**src/rtl/dma_flag_pkg.sv**
```systemverilog
package dma_flag_pkg;
  localparam int NUM_STREAMS      = 8;
  localparam int STREAMS_PER_WORD = 4;
  localparam int NUM_WORDS        = NUM_STREAMS / STREAMS_PER_WORD;
  localparam int WORD_W           = 32;
  localparam int ADDR_W           = 4;
  localparam int WSEL_W           = (NUM_WORDS > 1) ? $clog2(NUM_WORDS) : 1;
  localparam int NUM_KINDS        = 5;

  // kind index: 0 fifo, 1 direct-mode, 2 transfer error, 3 half, 4 done
  function automatic int kind_bit(input int k);
    case (k)
      0:       return 0;
      1:       return 2;
      2:       return 3;
      3:       return 4;
      default: return 5;
    endcase
  endfunction

  function automatic int group_base(input int s);
    return (((s >> 1) & 1) * 16) + ((s & 1) * 6);
  endfunction

  function automatic int group_word(input int s);
    return s / STREAMS_PER_WORD;
  endfunction

  function automatic logic [WORD_W-1:0] flag_mask();
    logic [WORD_W-1:0] m;
    m = '0;
    for (int s = 0; s < STREAMS_PER_WORD; s++)
      for (int k = 0; k < NUM_KINDS; k++)
        m[group_base(s) + kind_bit(k)] = 1'b1;
    return m;
  endfunction
endpackage

```
**src/rtl/dma_flag_decode.sv**
```systemverilog
module dma_flag_decode
  import dma_flag_pkg::*;
(
  input  logic                                  bus_sel,
  input  logic                                  bus_wr,
  input  logic [ADDR_W-1:0]                     bus_addr,
  input  logic [WORD_W-1:0]                     bus_wdata,
  output logic [NUM_STREAMS-1:0][NUM_KINDS-1:0] clr_o,
  output logic                                  rd_stat_o,
  output logic [WSEL_W-1:0]                     rd_word_o
);
  localparam logic [WORD_W-1:0] FMASK = flag_mask();

  logic              aligned;
  logic              is_clear;
  logic [WSEL_W-1:0] widx;
  logic              wr_clear;
  logic              unused_wdata_bits;

  assign aligned  = (bus_addr[1:0] == 2'b00);
  assign is_clear = bus_addr[ADDR_W-1];
  assign widx     = bus_addr[2 +: WSEL_W];
  assign wr_clear = bus_sel & bus_wr & aligned & is_clear;

  always_comb begin
    for (int s = 0; s < NUM_STREAMS; s++)
      for (int k = 0; k < NUM_KINDS; k++)
        clr_o[s][k] = wr_clear && (widx == WSEL_W'(group_word(s)))
                      && bus_wdata[group_base(s) + kind_bit(k)];
  end

  assign rd_stat_o = bus_sel & ~bus_wr & aligned & ~is_clear;
  assign rd_word_o = widx;

  assign unused_wdata_bits = ^(bus_wdata & ~FMASK);
endmodule

```
**src/rtl/dma_flag_group.sv**
```systemverilog
module dma_flag_group #(
  parameter int KINDS = 5
) (
  input  logic             clk,
  input  logic             rst_n,
  input  logic [KINDS-1:0] set_i,
  input  logic [KINDS-1:0] clr_i,
  input  logic [KINDS-1:0] en_i,
  output logic [KINDS-1:0] flags_o,
  output logic             irq_o
);
  logic [KINDS-1:0] flags_q;
  logic [KINDS-1:0] flags_d;
  logic             upd;

  // set has priority over a same-cycle clear
  always_comb begin
    upd     = (|set_i) | (|clr_i);
    flags_d = set_i | (flags_q & ~clr_i);
  end

  always_ff @(posedge clk or negedge rst_n) begin
    if (!rst_n)   flags_q <= '0;
    else if (upd) flags_q <= flags_d;
  end

  assign flags_o = flags_q;
  assign irq_o   = |(flags_q & en_i);

  assert_set_wins_R6: assert property (@(posedge clk) disable iff (!rst_n)
    (|(set_i & clr_i)) |=> ((flags_q & $past(set_i & clr_i)) == $past(set_i & clr_i)));

  assert_clear_takes_R5: assert property (@(posedge clk) disable iff (!rst_n)
    (|(clr_i & ~set_i)) |=> ((flags_q & $past(clr_i & ~set_i)) == '0));

  assert_no_spurious_R4: assert property (@(posedge clk) disable iff (!rst_n)
    1'b1 |=> ((flags_q & ~$past(flags_q) & ~$past(set_i)) == '0));
endmodule

```
**src/rtl/dma_flag_bank.sv**
```systemverilog
module dma_flag_bank
  import dma_flag_pkg::*;
(
  input  logic                   clk,
  input  logic                   rst_n,
  input  logic                   bus_sel,
  input  logic                   bus_wr,
  input  logic [ADDR_W-1:0]      bus_addr,
  input  logic [WORD_W-1:0]      bus_wdata,
  output logic [WORD_W-1:0]      bus_rdata,
  input  logic [NUM_STREAMS-1:0] evt_done,
  input  logic [NUM_STREAMS-1:0] evt_half,
  input  logic [NUM_STREAMS-1:0] evt_xerr,
  input  logic [NUM_STREAMS-1:0] evt_dmode,
  input  logic [NUM_STREAMS-1:0] evt_fifo,
  input  logic [NUM_STREAMS-1:0] ie_done,
  input  logic [NUM_STREAMS-1:0] ie_half,
  input  logic [NUM_STREAMS-1:0] ie_xerr,
  input  logic [NUM_STREAMS-1:0] ie_dmode,
  input  logic [NUM_STREAMS-1:0] ie_fifo,
  output logic [NUM_STREAMS-1:0] irq
);
  localparam logic [WORD_W-1:0] FMASK = flag_mask();

  logic [1:0]                            rst_sync_q;
  logic                                  rst_int_n;
  logic [NUM_STREAMS-1:0][NUM_KINDS-1:0] clr_v;
  logic [NUM_STREAMS-1:0][NUM_KINDS-1:0] flags_v;
  logic [NUM_WORDS-1:0][WORD_W-1:0]      stat_w;
  logic                                  rd_stat;
  logic [WSEL_W-1:0]                     rd_word;

  always_ff @(posedge clk or negedge rst_n) begin
    if (!rst_n) rst_sync_q <= 2'b00;
    else        rst_sync_q <= {rst_sync_q[0], 1'b1};
  end
  assign rst_int_n = rst_sync_q[1];

  dma_flag_decode u_decode (
    .bus_sel   (bus_sel),
    .bus_wr    (bus_wr),
    .bus_addr  (bus_addr),
    .bus_wdata (bus_wdata),
    .clr_o     (clr_v),
    .rd_stat_o (rd_stat),
    .rd_word_o (rd_word)
  );

  for (genvar s = 0; s < NUM_STREAMS; s++) begin : g_stream
    dma_flag_group #(.KINDS(NUM_KINDS)) u_group (
      .clk     (clk),
      .rst_n   (rst_int_n),
      .set_i   ({evt_done[s], evt_half[s], evt_xerr[s], evt_dmode[s], evt_fifo[s]}),
      .clr_i   (clr_v[s]),
      .en_i    ({ie_done[s], ie_half[s], ie_xerr[s], ie_dmode[s], ie_fifo[s]}),
      .flags_o (flags_v[s]),
      .irq_o   (irq[s])
    );
  end

  always_comb begin
    stat_w = '0;
    for (int s = 0; s < NUM_STREAMS; s++)
      for (int k = 0; k < NUM_KINDS; k++)
        stat_w[group_word(s)][(group_base(s % STREAMS_PER_WORD)) + kind_bit(k)] = flags_v[s][k];
  end

  always_comb begin
    bus_rdata = '0;
    if (rd_stat) bus_rdata = stat_w[rd_word];
  end

  assert_clear_reads_zero_R8: assert property (@(posedge clk) disable iff (!rst_int_n)
    (bus_sel && !bus_wr && bus_addr[ADDR_W-1]) |-> (bus_rdata == '0));

  assert_spare_bits_zero_R1: assert property (@(posedge clk) disable iff (!rst_int_n)
    1'b1 |-> ((bus_rdata & ~FMASK) == '0));
endmodule

```
**config.mk**
```make
export PLATFORM = sky130hd
export DESIGN_NAME = dma_flag_bank
export DESIGN_NICKNAME = d
export VERILOG_FILES = /design/src/rtl/dma_flag_pkg.sv /design/src/rtl/dma_flag_decode.sv /design/src/rtl/dma_flag_group.sv /design/src/rtl/dma_flag_bank.sv
export SDC_FILE = /design/constraint.sdc
export NUM_CORES = 1
export LEC_CHECK = 0
export ABC_AREA = 1
export BUFFER_PORTS_ARGS = -buffer_cell sky130_fd_sc_hd__clkbuf_2
export CORE_ASPECT_RATIO = 1.1
export CORE_UTILIZATION = 34
export DETAILED_ROUTE_END_ITERATION = 10
export PLACE_DENSITY = 0.61
export SLEW_MARGIN = 20
export SYNTH_ARGS = -nofsm -noshare
export SYNTH_HDL_FRONTEND = slang
export SYNTH_SLANG_ARGS = --single-unit
```
**constraint.sdc**
```tcl
create_clock -name clk -period 4 [get_ports clk]
set_input_delay 0.4 -clock clk [delete_from_list [all_inputs] [get_ports clk]]
set_output_delay 0.4 -clock clk [all_outputs]
set_load 0.01 [all_outputs]
```
==> impl_metrics.tcl <==
set metrics [dict create \
    grt_max_degree 42 \
    htreeDepth 2 \
    root_buffer "clkbuf_8" \
    power_frac_comb 0.167 \
    core_area_sq_um 7556 \
    path_cells "clkbuf_2, buf_4, inv_2, nand2_1, a21oi_2, clkbuf_2" \
    fillers 833 \
    port_buffers 135 \
    pre_cts_slack_ps 1786 \
    final-seq-area_sq_um 1052 \
    die_h_microns 95.36 \
    post-route-drc-count 0 \
    num_antenna_cells 0 \
    rsz0062_at_grt "false" \
    powerDensity_nw_per_um2 252.5 \
    clockBufferDepth 2 \
    synth_common_cells "nand2_1, dfrtp_1, inv_1" \
    ant_nets 0 \
    cpPeakStageDelay_ps 560 \
    avgSynthCellArea_sq_um 7.340 \
    holdCritPathClass "in -> reg" \
    layoutNonFillerInstCount 589 \
    clock-sinks 42 \
    multiInputGateArea_sq_um 1200 \
    syn_inst 367 \
    outcome "finished clean" \
    max_slew_margin 0.4080 \
    ys_types 17 \
    skew_ps 7.269 \
    finalSetupTns_ps 0 \
    grt_pass1_vias 2520 \
    drtPass1Iterations 5 \
    timing.final.ws_setup_ps 1787 \
    ios 160 \
    drv_cap 0 \
    dpl.cell_count 580 \
    crit_fanout 41 \
    synth_top_area_cell "dfrtp_1" \
    die_w_microns 86.87 \
    num_rows 33 \
    end_kind "output port" \
    leakagePower_nw 1.979 \
    cts_buffers 5 \
    fin_util 0.4391 \
    synth_area_leaders "dfrtp_1, nand2_1, nand4_1, buf_4, a21oi_2" \
    synth-seq-cells 42 \
    die_area_sq_um 8283 \
    clock.fmax_mhz 451.9 \
    overflow 0 \
    cp_slowest_cell "inv_2" \
    startpoint_type "input port" \
    vias_per_cell 4.469 \
    cts_setup_buffers 0 \
    yosys_warnings 0 \
    path_class "in -> out" \
    synthArstFlopShare 1.000 \
    synth.most_common_cell "nand2_1" \
    tightest_slew_ps 888.1 \
    min_period_over_period 0.5533 \
    insertion_delay_ps 290 \
    gp_congestion 0.7425 \
    cts_resized 0 \
    yosysSeqAreaShare 0.3902 \
    switching_share 0.2699 \
    crit_family "buffers and inverters" \
    critPathRequiredTime_ps 3600 \
    crit_buf_inv 4 \
    tritoncts "built" \
    p_sw_mw 0.2261 \
    synth_top_flop_cell "dfrtp_1" \
    clockPowerShare 0.310 \
    start_util 0.3565 \
    finalSetupViolCount 0 \
    final_max_slew_viol_count 0 \
    holdWs_ps 288.2 \
    clkTransAtPathRegs_ps 80 \
    pwr-share-seq 0.523 \
    synth.top_cell.area_share 0.3902 \
    drt_iter0_drc 68 \
    grt_pass1_wl_microns 11070 \
    final_area_sq_um 3318 \
    wl_per_cell_microns 11.44 \
    fin_crit_ps 2213 \
    syn2layout_area_growth_pct 23.18 \
    hold_buffers 1 \
    layout.nets 603 \
    crit_top_cell "clkbuf_2" \
    r2r_setup_slack_ps 3030 \
    finalPower_mw 0.8379 \
    place_hpwl_microns 4988 \
    placed_area_sq_um 3228 \
    ir_drop_mv 0.1194 \
    syn_area_sq_um 2694 \
    power.internal_mw 0.6117 \
    vias 2632 \
    antenna_found_initial 0 \
    synth_edf_count 0 \
    cp_data_arrival_time_ps 1810 \
    finalHoldViolations 0 \
    routed_wl_microns 6739 \
    drive_gt1_frac 0.3471 \
    grt_util_all_layers 0.1710 \
]
## flip-flops by register name, indices dropped and copies added, names as in the netlist
signal / count
g_stream.u_group.flags_o: 40
rst_sync_q: 2
## metal layers
metal / up-vias / part of all wire / GRT usage
li1: 1357 / - / -
met1: 1169 / 0.44 / 0.1969
met2: 98 / 0.49 / 0.3182
met3: 8 / 0.063 / 0.03550
met4: 0 / 0.010 / 0.04722
met5: - / 0 / 0
## worst paths after layout
path | from | to | cells past startpoint
setup / recovery | bus_addr[2] | bus_rdata[22] | 6
setup reg to reg | rst_sync_q[1] | g_stream[6].u_group.flags_o[2] | 0
hold / removal | evt_fifo[4] | g_stream[4].u_group.flags_o[0] | 3
hold reg to reg | rst_sync_q[0] | rst_sync_q[1] | 0
min in group asynchronous | rst_sync_q[1] | g_stream[0].u_group.flags_o[0] | 0
max in group asynchronous | rst_sync_q[1] | g_stream[6].u_group.flags_o[2] | 0
## power groups by stage
stage	logic, mW	registers, mW	clock network [mW]
finish	0.140	0.438	0.260
floorplan	0.0897	0.444	0
global route	0.158	0.441	0.297
CTS	0.140	0.439	0.280
global placement	0.139	0.448	0
detailed placement	0.139	0.448	0
## layout by cell type, fill, tap and decap left out
cell type      synthesis  layout
nor2_8                 1       1
dfrtp_1               42      41
inv_2                  2       3
clkbuf_2               1     135
dfrtp_2                0       1
dlygate4sd3_1          0       1
nand4_1               40      40
nand2_4                1       1
clkbuf_1               0       3
conb_1                 2      13
nand2_2                1       1
nor2_1                 1       1
a21oi_1                8       8
nand2_1              161     161
buf_4                 26       1
inv_1                 41      40
a21oi_2               20      20
clkbuf_8               0       5
nand3_1                8       8
## cells by family (layout without fill, tap and decap cells)
group,after synthesis,after routing,share of synthesized area
AO/OA/AOI/OAI,28,28,0.07989
buffers and inverters,82,188,0.1798
flip-flops,42,42,0.3902
other,2,13,0.002788
AND/OR/NAND/NOR,213,213,0.3474
## cell type report
cell class                 count  area share
tap                          105     0.03959
multi-input combinational    254      0.3616
timing repair buffer         137      0.2089
clock buffer                   8     0.02413
sequential                    42      0.3171
inverter                      43     0.04864
(Power assumes the default switching activity.)
